### config.mk
export PLATFORM = sky130hd
export DESIGN_NAME = hbus_cycle_decoder
export DESIGN_NICKNAME = d
export VERILOG_FILES = /design/src/rtl/hbus_pkg.sv /design/src/rtl/hbus_cycle_latch.sv /design/src/rtl/hbus_hw_pack.sv /design/src/rtl/hbus_addr_regs.sv /design/src/rtl/hbus_cycle_decoder.sv
export SDC_FILE = /design/constraint.sdc
export NUM_CORES = 1
export LEC_CHECK = 0
export BUFFER_PORTS_ARGS = -buffer_cell sky130_fd_sc_hd__buf_2
export CAP_MARGIN = 40
export CORE_MARGIN = 2
export CORE_UTILIZATION = 54
export DETAILED_ROUTE_END_ITERATION = 12
export PLACE_DENSITY = 0.84
export RECOVER_POWER = 100
export SYNTH_ARGS = -nofsm -noshare
export SYNTH_HDL_FRONTEND = slang
export SYNTH_SLANG_ARGS = --single-unit
### constraint.sdc
create_clock -name clk -period 6.86 [get_ports clk]
set_input_delay 0 -clock clk [delete_from_list [all_inputs] [get_ports clk]]
set_output_delay 0 -clock clk [all_outputs]
set_load 0.01 [all_outputs]
### src/rtl/hbus_pkg.sv
package hbus_pkg;
  typedef enum logic [1:0] {
    ACC_CTRL     = 2'b00,
    ACC_DATA_INC = 2'b01,
    ACC_ADDR     = 2'b10,
    ACC_DATA_FIX = 2'b11
  } acc_e;

  typedef struct packed {
    acc_e sel;
    logic rnw;
    logic hw;
  } cyc_t;
endpackage

### src/rtl/hbus_cycle_latch.sv
module hbus_cycle_latch
  import hbus_pkg::*;
(
  input  logic clk,
  input  logic rst_n,
  input  logic cs_n,
  input  logic ds_a_n,
  input  logic ds_b_n,
  input  logic ale_n,
  input  logic [1:0] acc_sel,
  input  logic host_rnw,
  input  logic hw_second,
  output logic strb_act,
  output logic strb_start,
  output logic strb_end,
  output cyc_t cyc
);
  logic strb_now;
  logic strb_q;
  logic ale_q, ale_fall;
  logic seen_q, seen_d;
  cyc_t cyc_q, cyc_d, pin_cyc;

  // internal strobe: chip selected and exactly one data strobe low
  assign strb_now   = ~cs_n & (ds_a_n ^ ds_b_n);
  assign strb_start = strb_now & ~strb_q;
  assign strb_end   = ~strb_now & strb_q;
  assign strb_act   = strb_now & strb_q;
  assign ale_fall   = ale_q & ~ale_n;
  assign pin_cyc    = '{sel: acc_e'(acc_sel), rnw: host_rnw, hw: hw_second};
  assign cyc        = cyc_q;

  always_comb begin
    cyc_d  = cyc_q;
    seen_d = seen_q;
    if (ale_fall) begin
      cyc_d  = pin_cyc;
      seen_d = 1'b1;
    end else begin
      if (strb_start && !seen_q) cyc_d = pin_cyc;
      if (strb_end) seen_d = 1'b0;
    end
  end

  always_ff @(posedge clk or negedge rst_n) begin
    if (!rst_n) begin
      strb_q <= 1'b0;
      ale_q  <= 1'b1;
      seen_q <= 1'b0;
      cyc_q  <= '{sel: ACC_CTRL, rnw: 1'b0, hw: 1'b0};
    end else begin
      strb_q <= strb_now;
      ale_q  <= ale_n;
      seen_q <= seen_d;
      cyc_q  <= cyc_d;
    end
  end

  assert_ale_capture_R2: assert property (@(posedge clk) disable iff (!rst_n)
    ale_fall |=> (cyc_q == $past(pin_cyc)));
  assert_strobe_capture_R2: assert property (@(posedge clk) disable iff (!rst_n)
    (strb_start && !seen_q && !ale_fall) |=> (cyc_q == $past(pin_cyc)));
endmodule

### src/rtl/hbus_hw_pack.sv
module hbus_hw_pack
  import hbus_pkg::*;
#(
  parameter int DW = 32
) (
  input  logic          clk,
  input  logic          rst_n,
  input  logic          wide,
  input  logic          strb_end,
  input  cyc_t          cyc,
  input  logic [DW-1:0] hd_in,
  output logic          word_ok,
  output logic [DW-1:0] word_val
);
  localparam int HW = DW / 2;

  logic          have_q, have_d;
  logic [HW-1:0] half_q, half_d;
  acc_e          fsel_q, fsel_d;
  logic          frnw_q, frnw_d;
  logic          match;

  assign match = have_q && (fsel_q == cyc.sel) && (frnw_q == cyc.rnw);

  always_comb begin
    have_d   = have_q;
    half_d   = half_q;
    fsel_d   = fsel_q;
    frnw_d   = frnw_q;
    word_ok  = 1'b0;
    word_val = hd_in;
    if (wide) begin
      word_ok = strb_end;
      if (strb_end) have_d = 1'b0;
    end else if (cyc.sel == ACC_CTRL) begin
      word_ok  = strb_end;
      word_val = {2{hd_in[HW-1:0]}};
    end else if (!cyc.hw) begin
      word_val = {hd_in[HW-1:0], half_q};
      if (strb_end) begin
        have_d = 1'b1;
        half_d = hd_in[HW-1:0];
        fsel_d = cyc.sel;
        frnw_d = cyc.rnw;
      end
    end else begin
      word_val = {hd_in[HW-1:0], half_q};
      word_ok  = strb_end & match;
      if (strb_end) have_d = 1'b0;
    end
  end

  always_ff @(posedge clk or negedge rst_n) begin
    if (!rst_n) begin
      have_q <= 1'b0;
      half_q <= '0;
      fsel_q <= ACC_CTRL;
      frnw_q <= 1'b0;
    end else begin
      have_q <= have_d;
      half_q <= half_d;
      fsel_q <= fsel_d;
      frnw_q <= frnw_d;
    end
  end

  assert_pair_needs_first_R4: assert property (@(posedge clk) disable iff (!rst_n)
    (word_ok && !wide && cyc.sel != ACC_CTRL) |-> have_q);
  assert_mismatch_drop_R9: assert property (@(posedge clk) disable iff (!rst_n)
    (strb_end && !wide && cyc.sel != ACC_CTRL && cyc.hw && !match) |=> !have_q);
endmodule

### src/rtl/hbus_addr_regs.sv
module hbus_addr_regs #(
  parameter int AW   = 32,
  parameter int STEP = 4
) (
  input  logic          clk,
  input  logic          rst_n,
  input  logic          ld,
  input  logic          ld_rnw,
  input  logic          dual,
  input  logic [AW-1:0] ld_val,
  input  logic          wr_inc,
  input  logic          rd_inc,
  output logic [AW-1:0] waddr,
  output logic [AW-1:0] raddr
);
  localparam logic [AW-1:0] STEP_V = AW'(STEP);

  logic [AW-1:0] wa_q, wa_d, ra_q, ra_d;

  always_comb begin
    wa_d = wa_q;
    ra_d = ra_q;
    if (ld) begin
      if (!dual || !ld_rnw) wa_d = ld_val;
      if (!dual ||  ld_rnw) ra_d = ld_val;
    end
    if (wr_inc) wa_d = wa_q + STEP_V;
    if (rd_inc) ra_d = ra_q + STEP_V;
  end

  always_ff @(posedge clk or negedge rst_n) begin
    if (!rst_n) begin
      wa_q <= '0;
      ra_q <= '0;
    end else begin
      wa_q <= wa_d;
      ra_q <= ra_d;
    end
  end

  assign waddr = wa_q;
  assign raddr = ra_q;

  assert_single_load_R6: assert property (@(posedge clk) disable iff (!rst_n)
    (ld && !dual) |=> (wa_q == ra_q) && (wa_q == $past(ld_val)));
  assert_dual_keep_R7: assert property (@(posedge clk) disable iff (!rst_n)
    (ld && dual && ld_rnw && !wr_inc) |=> (wa_q == $past(wa_q)));
  assert_autoinc_R8: assert property (@(posedge clk) disable iff (!rst_n)
    (wr_inc && !ld) |=> (wa_q == $past(wa_q) + STEP_V));
endmodule

### src/rtl/hbus_cycle_decoder.sv
module hbus_cycle_decoder
  import hbus_pkg::*;
#(
  parameter int DW       = 32,
  parameter int STEP     = 4,
  parameter int DUAL_BIT = 0
) (
  input  logic          clk,
  input  logic          rst_n,
  input  logic          wide_mode,
  input  logic          cs_n,
  input  logic          ds_a_n,
  input  logic          ds_b_n,
  input  logic          ale_n,
  input  logic [1:0]    acc_sel,
  input  logic          host_rnw,
  input  logic          hw_second,
  input  logic [DW-1:0] hd_in,
  output logic [DW-1:0] hd_out,
  output logic          hd_oe,
  input  logic [DW-1:0] rd_word,
  output logic [DW-1:0] wr_addr_cur,
  output logic [DW-1:0] rd_addr_cur,
  output logic          wr_stb,
  output logic [DW-1:0] wr_stb_addr,
  output logic [DW-1:0] wr_stb_data,
  output logic          rd_done
);
  localparam int HW = DW / 2;

  // reset: asserted asynchronously, released on the clock
  logic [1:0] rs_q;
  logic       rst_i_n;
  always_ff @(posedge clk or negedge rst_n) begin
    if (!rst_n) rs_q <= 2'b00;
    else        rs_q <= {rs_q[0], 1'b1};
  end
  assign rst_i_n = rs_q[1];

  logic strb_act, strb_start, strb_end;
  cyc_t cyc;

  hbus_cycle_latch u_latch (
    .clk, .rst_n(rst_i_n), .cs_n, .ds_a_n, .ds_b_n, .ale_n,
    .acc_sel, .host_rnw, .hw_second,
    .strb_act, .strb_start, .strb_end, .cyc
  );

  logic          word_ok;
  logic [DW-1:0] word_val;

  hbus_hw_pack #(.DW(DW)) u_pack (
    .clk, .rst_n(rst_i_n), .wide(wide_mode), .strb_end, .cyc, .hd_in,
    .word_ok, .word_val
  );

  logic is_data, ld, ctrl_we, wcommit, rcommit, wr_inc, rd_inc, dual;
  logic [HW-1:0] ctrl_q, ctrl_d;

  assign is_data = (cyc.sel == ACC_DATA_INC) || (cyc.sel == ACC_DATA_FIX);
  assign ld      = word_ok && (cyc.sel == ACC_ADDR);
  assign ctrl_we = word_ok && (cyc.sel == ACC_CTRL) && !cyc.rnw;
  assign wcommit = word_ok && is_data && !cyc.rnw;
  assign rcommit = word_ok && is_data &&  cyc.rnw;
  assign wr_inc  = wcommit && (cyc.sel == ACC_DATA_INC);
  assign rd_inc  = rcommit && (cyc.sel == ACC_DATA_INC);
  assign dual    = ctrl_q[DUAL_BIT];

  hbus_addr_regs #(.AW(DW), .STEP(STEP)) u_addr (
    .clk, .rst_n(rst_i_n), .ld, .ld_rnw(cyc.rnw), .dual, .ld_val(word_val),
    .wr_inc, .rd_inc, .waddr(wr_addr_cur), .raddr(rd_addr_cur)
  );

  // control register and commit strobes
  logic          wstb_q, wstb_d, rdn_q, rdn_d;
  logic [DW-1:0] wsa_q, wsa_d, wsd_q, wsd_d;

  always_comb begin
    ctrl_d = ctrl_q;
    wstb_d = wcommit;
    rdn_d  = rcommit;
    wsa_d  = wsa_q;
    wsd_d  = wsd_q;
    if (ctrl_we) ctrl_d = word_val[HW-1:0];
    if (wcommit) begin
      wsa_d = wr_addr_cur;
      wsd_d = word_val;
    end
  end

  always_ff @(posedge clk or negedge rst_i_n) begin
    if (!rst_i_n) begin
      ctrl_q <= '0;
      wstb_q <= 1'b0;
      rdn_q  <= 1'b0;
      wsa_q  <= '0;
      wsd_q  <= '0;
    end else begin
      ctrl_q <= ctrl_d;
      wstb_q <= wstb_d;
      rdn_q  <= rdn_d;
      wsa_q  <= wsa_d;
      wsd_q  <= wsd_d;
    end
  end

  assign wr_stb      = wstb_q;
  assign wr_stb_addr = wsa_q;
  assign wr_stb_data = wsd_q;
  assign rd_done     = rdn_q;

  // outbound data steering
  always_comb begin
    hd_out = '0;
    unique case (cyc.sel)
      ACC_CTRL: hd_out = {2{ctrl_q}};
      ACC_ADDR: hd_out = '0;
      default: begin
        if (wide_mode)   hd_out = rd_word;
        else if (cyc.hw) hd_out = {{HW{1'b0}}, rd_word[DW-1:HW]};
        else             hd_out = {{HW{1'b0}}, rd_word[HW-1:0]};
      end
    endcase
  end
  assign hd_oe = strb_act && cyc.rnw && (cyc.sel != ACC_ADDR);

  assert_oe_needs_select_R12: assert property (@(posedge clk) disable iff (!rst_i_n)
    hd_oe |-> !cs_n);
  assert_wr_single_pulse_R10: assert property (@(posedge clk) disable iff (!rst_i_n)
    wr_stb |=> !wr_stb);
  assert_rw_exclusive_R3: assert property (@(posedge clk) disable iff (!rst_i_n)
    !(wr_stb && rd_done));
endmodule

Word level (Yosys, flattened, before mapping)
Index checks and enable logic that the tools add are counted.
- register bits after elaboration: 175
- output and inout port bits: 163
- word-level logic and storage cells: 95
- add/sub/neg operators: 2
- eq/ne operators: 7
- mux-type cells: 23
- bitwise operators: 14
- reductions and logical operators: 31
- operators by type and width (cell ; number):
    $mux W32 ; 8
    $add A32 B3 Y32 const B ; 2
    $pmux W32 S2 ; 1
    $mux W16 ; 2
    $logic_and A1 B1 Y1 ; 13
    $reduce_bool A2 Y1 ; 6
    $mux W1 ; 10
    $mux W4 ; 2
    $not A1 Y1 ; 7
    $and A1 B1 Y1 ; 6
    $reduce_and A2 Y1 ; 3
    $eq A2 B2 Y1 const B ; 2
    $ne A2 B2 Y1 const B ; 2
    $reduce_and A4 Y1 ; 1
    $logic_not A1 Y1 ; 3
    $logic_or A1 B1 Y1 ; 3
    $reduce_bool A3 Y1 ; 1
    $eq A2 B1 Y1 const B ; 1
    $eq A2 B2 Y1 ; 1
    $logic_not A2 Y1 ; 1
    $eq A1 B1 Y1 ; 1
    $xor A1 B1 Y1 ; 1

Logic depth before layout (Yosys ltp)
Gate-level depths: netlist of the first run.
- depth after elaboration: 13
- gate-level depth with buffers: 9
- gate-level depth less buffers: 6

Modules after synthesis
Synthesis of the first run repeated with hierarchy kept, for this count alone.
- cell total of the unflattened synthesis: 822
- area total of the unflattened synthesis: 9313.9 um2
- modules (own cells, without submodules) (module ; instances ; cells an instance ; area an instance (um2)):
    hbus_addr_regs ; 1 ; 450 ; 3992.6
    hbus_cycle_decoder ; 1 ; 263 ; 3759.9
    hbus_hw_pack ; 1 ; 89 ; 1266.2
    hbus_cycle_latch ; 1 ; 20 ; 295.3

Worst setup path before layout of the first run
OpenSTA, ideal clock, no wires.
- kind: register to register
- start point: register u_latch.cyc_q (netlist bit u_latch.cyc[3])
- end point: register wsa_q[13] (netlist: wr_stb_addr[13])
- setup time: 117 ps
- arrival: 1887 ps
- required time: 6743 ps
- slack: 4856 ps
- cell stages (with the launch flop): 10
- buffers on the path: 4
- cell sequence: dfrtp_1 > buf_4 > xnor2_4 > a41oi_4 > or4_1 > buf_2 > buf_6 > buf_6 > nand2_1 > nand2_1
- cells in the longest elaborated chain, start to end: 9
- elaborated cells between the ends (all ways): 13
- classes of those cells: eq/ne: 3; mux: 3; bitwise: 1; reduce/logical: 6
- ends and longest elaborated chain (item ; RTL line ; RTL):
    start: declaration ; hbus_cycle_latch.sv:22 ; cyc_t cyc_q, cyc_d, pin_cyc;
    start signal: assignment ; hbus_cycle_latch.sv:50 ; cyc_q <= '{sel: ACC_CTRL, rnw: 1'b0, hw: 1'b0};
    start signal: assignment ; hbus_cycle_latch.sv:55 ; cyc_q <= cyc_d;
    $eq A2 B2 Y1 ; hbus_hw_pack.sv:23 ; assign match = have_q && (fsel_q == cyc.sel) && (frnw_q == cyc.rnw);
    $logic_and A1 B1 Y1 (2 in series) ; hbus_hw_pack.sv:23 ;
    $and A1 B1 Y1 ; hbus_hw_pack.sv:48 ; word_ok = strb_end & match;
    $mux W1 ; hbus_hw_pack.sv:38 ; end else if (!cyc.hw) begin
    $mux W1 ; hbus_hw_pack.sv:35 ; end else if (cyc.sel == ACC_CTRL) begin
    $mux W1 ; hbus_hw_pack.sv:32 ; if (wide) begin
    $logic_and A1 B1 Y1 (*) (2 in series) ; hbus_cycle_decoder.sv:63 ; assign wcommit = word_ok && is_data && !cyc.rnw;
    end signal: assignment ; hbus_cycle_decoder.sv:102 ; wsa_q <= wsa_d;
    end: declaration ; hbus_cycle_decoder.sv:76 ; logic [DW-1:0] wsa_q, wsa_d, wsd_q, wsd_d;
Mark *: on every way between the ends. The rest lies on a longest branch, timed or not.
A chain may end at the register's enable or synchronous reset.

Final worst setup path of the first run
- start point: register u_latch.cyc_q (netlist bit u_latch.cyc[3])
- end point: register u_addr.wa_q[17] (netlist: u_addr.waddr[17])
- cells in the longest elaborated chain, start to end: 12
- elaborated cells between the ends (all ways): 20
- classes of those cells: eq/ne: 4; mux: 4; bitwise: 1; reduce/logical: 11
- ends and longest elaborated chain (item ; RTL line ; RTL):
    $eq A2 B2 Y1 ; hbus_hw_pack.sv:23 ;
    $logic_and A1 B1 Y1 (2 in series) ; hbus_hw_pack.sv:23 ;
    $and A1 B1 Y1 ; hbus_hw_pack.sv:48 ;
    $mux W1 ; hbus_hw_pack.sv:38 ;
    $mux W1 ; hbus_hw_pack.sv:35 ;
    $mux W1 ; hbus_hw_pack.sv:32 ;
    $logic_and A1 B1 Y1 (2 in series) ; hbus_cycle_decoder.sv:63 ;
    $logic_and A1 B1 Y1 ; hbus_cycle_decoder.sv:65 ; assign wr_inc = wcommit && (cyc.sel == ACC_DATA_INC);
    $reduce_bool A2 Y1 (no line) ; - ;
    $reduce_and A2 Y1 (no line) ; - ;
    end signal: assignment ; hbus_addr_regs.sv:36 ; wa_q <= wa_d;
    end: declaration ; hbus_addr_regs.sv:18 ; logic [AW-1:0] wa_q, wa_d, ra_q, ra_d;
Parallel ways exist; a longest one is shown, timed or not.

==> impl_metrics.toml, run 1 <==
[timing]
fin_crit_sh_pct = 60.7
finalSetupTns_ns = 0
finalSetupViolCount = 0
hold_viol = 2
period_needed_ns = 4.16
holdWs_ns = -0.00774
rsz0062_at_grt = "false"
relSlewSlack_pct = -61.8
timing.fmax_mhz = 240
worstMarginPinSlew_ns = 2.43
finClkSkew_ns = 0.00871
slew_violations = 122

[synth]
ys_async_sr_fraction_pct = 100
avgSynthCellArea_um2 = 9.46
yosys_warnings = 0
synth_cell_types = 67
syn_inst = 990
syn-cell-area_um2 = 9370
ys_seq_area_share_pct = 46.8
synth_edf_count = 0
synth_ff_type = "dfrtp_1"
synth-seq-cells = 175
syn-num-nets = 1067

[place]
dp.final_hpwl_um = 20100
placed_cell_area_um2 = 10600
gp_congestion = 0.914
place.port_buffers = 237

[floorplanning]
initial_core_util_pct = 54.7
io-pin-count = 238
core-area_um2 = 17100
die_y_um = 136
dieWidth_um = 136
die-area_um2 = 18400
rows = 48

[clock_tree]
ctsResizeCount = 0
cts_tree = "done"
path_clk_slew_ns = 0.06
cts_buffer_depth = 2
cts_buffers = 17
cts_sinks = 175
cts_max_level = 4
insertion_delay_ns = 0.43
cts_root_buffer = "clkbuf_16"
post_cts_buffers = 0

[drt]
drt_iter0_markers = 882
viasPerCell = 6.18
postRouteWirelength_um = 29400
route.detailed.drc = 0
routedWlPerCell_um = 20.3
firstDrtPassIters = 5
num_vias = 8956
ant_nets = 0

[pwr]
power.share.clock_pct = 22.6
comb_power_share_pct = 33.3
p_switching_mw = 1.85
finalPower_mw = 4.59
ir_drop_v = 0.000217
swShare_pct = 40.3
intPower_mw = 2.74
seqPwrFrac_pct = 44.1
leakage_nw = 4.87
power_density_nw_per_um2 = 411

[grt]
grt_first_pass_wirelength_um = 45100
grt_pass1_vias = 8175
grt.overflow.total = 0
antenna_found_initial = 0
grt_util_all_layers_pct = 32.0
grt_max_degree = 100

[worst_setup_path]
end_kind = "register"
cp_max_fo = 19
path_class = "reg -> reg"
critPathRequiredTime_ns = 7.21
crit_arrival_ns = 4.51
worstSetupStartpointType = "register"
r2r_slack_ns = 2.70

[final_layout]
fin_util_pct = 65.3
drive_gt1_share_pct = 12.8
syn_to_final_growth_pct = 19.3
stdcell_area_um2 = 11200
diodes = 0
final_nets = 1289
num-fill-cells = 1473

[run_status]
status = "complete, but fails checks"
failed_checks = "negative hold slack, max-capacitance violations, max-slew violations"

[job]
max-cap-violations = 4

[worst_hold_path]
timing.hold.worst.class = "in -> reg"
cells in the final DEF (no fill, tap or decap), types with 3 or more instances in the layout:
master         synthesis  routed
nand2_1              199     199
dfrtp_1              174     174
clkbuf_1              26     172
o21ai_0              104     106
buf_2                 31      75
mux2i_1               58      58
a21oi_1               45      45
mux2_2                33      33
nor3_1                31      31
nand3_1               26      26
dlygate4sd3_1          0      25
nor2_1                22      23
nand4_1               22      22
o22a_1                22      22
clkbuf_16              0      17
and3_1                16      16
inv_1                 13      14
a22o_1                13      13
nor4_1                10      12
or3_1                 10      10
and4_1                 9       9
a2bb2oi_1              9       9
o2bb2ai_1              9       9
and2_1                 9       8
a221o_1                6       6
a22oi_1                6       6
o21a_1                 6       6
buf_4                  8       6
or4_1                  6       5
a31oi_1                4       4
bufinv_16              0       4
xnor2_4                3       3
a41oi_1                1       3
o31a_1                 3       3
nand2b_1               3       3
a211oi_1               3       3
clkinv_4               0       3
synthesized netlist by cell type, drive strengths merged (4+ instances only):
| master | n | area share (%) |
|---|---|---|
| xnor2 | 4 | 1.1 |
| o21a | 6 | 0.48 |
| or3 | 10 | 0.67 |
| dfrtp | 174 | 46 |
| nand2 | 199 | 8.0 |
| a22o | 13 | 1.2 |
| mux2 | 33 | 4.0 |
| mux2i | 58 | 6.2 |
| nor4 | 13 | 1.2 |
| o2bb2ai | 9 | 0.84 |
| nand4 | 23 | 1.6 |
| a21oi | 45 | 2.4 |
| and4 | 9 | 0.84 |
| nor3 | 32 | 1.8 |
| and3 | 16 | 1.1 |
| nand3 | 26 | 1.4 |
| and2 | 10 | 0.67 |
| or4 | 6 | 0.48 |
| a22oi | 6 | 0.48 |
| o22a | 22 | 2.1 |
| a31oi | 4 | 0.27 |
| o21ai | 107 | 5.7 |
| a221o | 6 | 0.64 |
| buf | 44 | 2.8 |
| clkbuf | 28 | 1.1 |
| nor2 | 23 | 0.95 |
| a2bb2oi | 9 | 0.84 |
| inv | 14 | 0.56 |
logic make-up (layout without fill, tap and decap cells):
logic type	Yosys count	in the layout	share of synthesized area, %
buffers and inverters	86	321	4.53
flip-flops	175	175	46.8
XOR/XNOR	4	4	1.06
AND/OR/NAND/NOR	379	379	19.6
other	1	1	0.0400
multiplexers	91	91	10.2
AO/OA/AOI/OAI	252	252	17.6
adder cells (fa/ha/maj)	2	2	0.267
power by group through the flow:
stage	logic [mW]	registers [mW]	clock network [mW]
3_5_place_dp	1.63	2.00	0
3_3_place_gp	1.58	1.99	0
4_1_cts	1.65	1.99	1.04
2_1_floorplan	0.803	2.06	0
5_1_grt	1.68	2.09	1.09
6_report	1.53	2.03	1.04
state kept, by name, indices dropped and copies added, names as in the netlist:
register        count
ctrl_q             16
rd_done             1
rs_q                2
u_addr.raddr       32
u_addr.waddr       32
u_latch.ale_q       1
u_latch.cyc         4
u_latch.seen_q      1
u_latch.strb_q      1
u_pack.frnw_q       1
u_pack.fsel_q       2
u_pack.half_q      16
u_pack.have_q       1
wr_stb              1
wr_stb_addr        32
wr_stb_data        32
routing by layer:
| metal | part of all wire (%) | track usage [%] | up-vias | routed length [um] |
|---|---|---|---|---|
| met1 | 40 | 43.5 | 4287 | 11900 |
| met5 | 0 | 0 | - | 0 |
| met2 | 45 | 48.8 | 534 | 13200 |
| li1 | - | - | 4029 | - |
| met3 | 10 | 7.63 | 106 | 2980 |
| met4 | 4.5 | 14.4 | 0 | 1320 |
worst max-delay path, cell delays in order, from the launching register on:
cell	delay (ns)
dfrtp_1	0.63
xnor2_4	0.17
a41oi_1	0.71
nor2_1	1.19
clkbuf_1	0.81
mux2_2	0.42
o22ai_1	0.13
path summary, 6_finish.rpt:
kind / from / endpoint / cells past startpoint
worst max-delay path: u_latch.cyc[3] / u_addr.waddr[17] / 6
worst min-delay path: hd_in[25] / wr_stb_data[25] / 3
worst max register to register: u_latch.cyc[3] / u_addr.waddr[17] / 6
worst min register to register: rs_q[0] / rs_q[1] / 0
max in group asynchronous: rs_q[1] / ctrl_q[1] / 1
min in group asynchronous: rst_n / rs_q[0] / 3
stage by stage:
stage,setup WS (ns),instances
after floorplan,1.62,990
after detailed placement,3.76,1393
after global routing,2.33,1450
after global placement,3.70,1389
final,2.70,1450
after CTS,3.75,1450
area by class of cell:
cell class,count,area (um2),share of cell area (%)
tap,225,282,2.52
clock inverter,9,159,1.42
sequential,175,4380,39.2
clock buffer,23,468,4.19
timing repair buffer,275,1320,11.8
inverter,14,52.6,0.470
multi-input combinational,729,4520,40.4
repair_timing:
item,in CTS,in global routing
hold buffers,25,0
endpoints found under the setup margin,0,0
endpoints found under the hold margin,27,0
No activity file was read; power rests on OpenSTA's default activity.
==> inputs of run 2 (changes only) <==
==> constraint.sdc (replaced) <==
create_clock -name clk -period 4.2 [get_ports clk]
set_input_delay 0 -clock clk [delete_from_list [all_inputs] [get_ports clk]]
set_output_delay 0 -clock clk [all_outputs]
set_load 0.01 [all_outputs]
==> run 2 against run 1 <==
  * The flow finishes with violations (max-capacitance violations, max-slew violations)
  * Routed wire length hardly changed
  * Worst hold slack better by 0.017 ns
  * Power is 62% higher
  * Sequential cell count stayed put
  * Setup slack worse by 2.0 ns
  * Sequential power is 64% higher
  * Critical endpoint is now u_addr.raddr[15]
==> impl_metrics.toml, run 2 (synthesis results as in run 1) <==
[pwr]
p_switching_mw = 3.08
finalPower_mw = 7.46
swShare_pct = 41.3
comb_power_share_pct = 33.8
intPower_mw = 4.38
ir_drop_v = 0.000376
seqPwrFrac_pct = 44.5
power_density_nw_per_um2 = 664
leakage_nw = 4.87
power.share.clock_pct = 21.8

[place]
dp.final_hpwl_um = 20200
place.port_buffers = 237
place_ws_ns = 1.15
dpl.cell_count = 1395
gp_congestion = 0.943

[final_layout]
final_common_cell = "nand2_1"
final_nets = 1292
fin_cells = 1453
mostFrequentLayoutCells = "nand2_1, dfrtp_1, clkbuf_1"
drive_gt1_share_pct = 13.4
diodes = 0
syn_to_final_growth_pct = 19.9

[job]
max-cap-violations = 1

[clock_tree]
cts_tree = "done"
insertion_delay_ns = 0.44
post_cts_buffers = 0
cts_sinks = 175
cts_buffer_depth = 2
cts_buffers = 17
cts_max_level = 4
cts_hold_buf = 26
path_clk_slew_ns = 0.07
ctsResizeCount = 0
cts_root_buffer = "clkbuf_16"

[grt]
grt_pass1_vias = 8205
grt_max_degree = 126
grt_first_pass_wirelength_um = 45300
grt_util_all_layers_pct = 32.0
antenna_found_initial = 0
grt.overflow.total = 0

[worst_hold_path]
holdPathEnd = "wr_stb_data[29]"
min_path_cells = 3
timing.hold.worst.class = "in -> reg"
hp-start = "hd_in[29]"

[floorplanning]
initial_core_util_pct = 54.7
die-area_um2 = 18400
io-pin-count = 238
rows = 48
die_y_um = 136
dieWidth_um = 136
core-area_um2 = 17100

[worst_setup_path]
r2r_start = "u_latch.cyc[3]"
path_class = "reg -> reg"
r2r_slack_ns = 0.74
r2r-end = "u_addr.raddr[15]"
cp_max_fo = 26
end_kind = "register"
crit_arrival_ns = 3.81
critPathRequiredTime_ns = 4.55
reg2regPathDepth = 6
worstSetupStartpointType = "register"

[timing]
worstMarginPinSlew_ns = 2.08
finalSetupTns_ns = 0
period_needed_ns = 3.46
finalSetupViolCount = 0
rsz0062_at_grt = "false"
relSlewSlack_pct = -38.7
finClkSkew_ns = 0.0101
slew_violations = 49
timing.fmax_mhz = 289
fin_crit_sh_pct = 82.5
hold_viol = 0
fin_ws_ns = 0.737
holdWs_ns = 0.00966

[drt]
drt_iter0_markers = 939
route.detailed.drc = 0
firstDrtPassIters = 5
postRouteWirelength_um = 29400
num_vias = 8913
viasPerCell = 6.13
ant_nets = 0
routedWlPerCell_um = 20.3

[run_status]
status = "complete, but fails checks"
failed_checks = "max-capacitance violations, max-slew violations"
run 2: cell count changes in the layout (fill, tap and decap cells not counted), sizes merged:
cell / previous run / this run
dlygate4sd3: 25 / 26
bufinv: 4 / 3
buf: 82 / 83
clkinv: 4 / 6
clkinvlp: 1 / 5
clkbuf: 191 / 187
run 2: cell type report:
class / instances / area, um2
clock inverters: 14 / 169
flip-flops and latches: 175 / 4380
fillers: 1455 / 5890
clock buffers: 18 / 429
well taps: 225 / 282
inverters: 14 / 52.6
repair buffers: 278 / 1370
multi-input cells: 729 / 4540
run 2: metrics by stage:
stage | util (%) | instance area, um2
5_1_grt | 65.6 | 11200
6_report | 65.6 | 11200
3_5_place_dp | 62.1 | 10600
4_1_cts | 67.2 | 11500
2_1_floorplan | - | 9370
3_3_place_gp | 61.8 | 10600
run 2: worst max-delay path by stage:
stage / start / endpoint / slack [ns]
final: u_latch.cyc[3] / u_addr.raddr[15] / 0.74
after global routing: u_latch.cyc[3] / u_addr.raddr[15] / 0.56
after CTS: u_latch.cyc[2] / u_addr.raddr[17] / 1.14
after detailed placement: u_latch.cyc[2] / u_addr.raddr[17] / 1.15
after global placement: u_latch.cyc[2] / u_addr.raddr[17] / 1.25
after floorplan: rs_q[1] / ctrl_q[0] / 1.31
run 2: metal layers:
layer	GRT usage (%)	part of all wire [%]	vias up
met5	0	0	-
met2	49.6	46	536
met3	6.14	9.9	75
met1	43.9	40	4265
li1	-	-	4037
met4	14.2	3.6	0
run 2: power groups by stage:
stage               registers [mW]  clock network, mW  logic, mW
detailed placement            3.29                  0       2.67
CTS                           3.28               1.62       2.71
floorplan                     3.37                  0       1.31
global placement              3.28                  0       2.57
finish                        3.32               1.62       2.52
global route                  3.42               1.69       2.76
run 2: critical path: stages, from the launching register on:
cell and delay, ns:
dfrtp_1 0.50, xnor2_1 0.40, a41oi_2 0.51, nor2_1 0.99, buf_4 0.46, mux2_2 0.38, o22ai_1 0.12
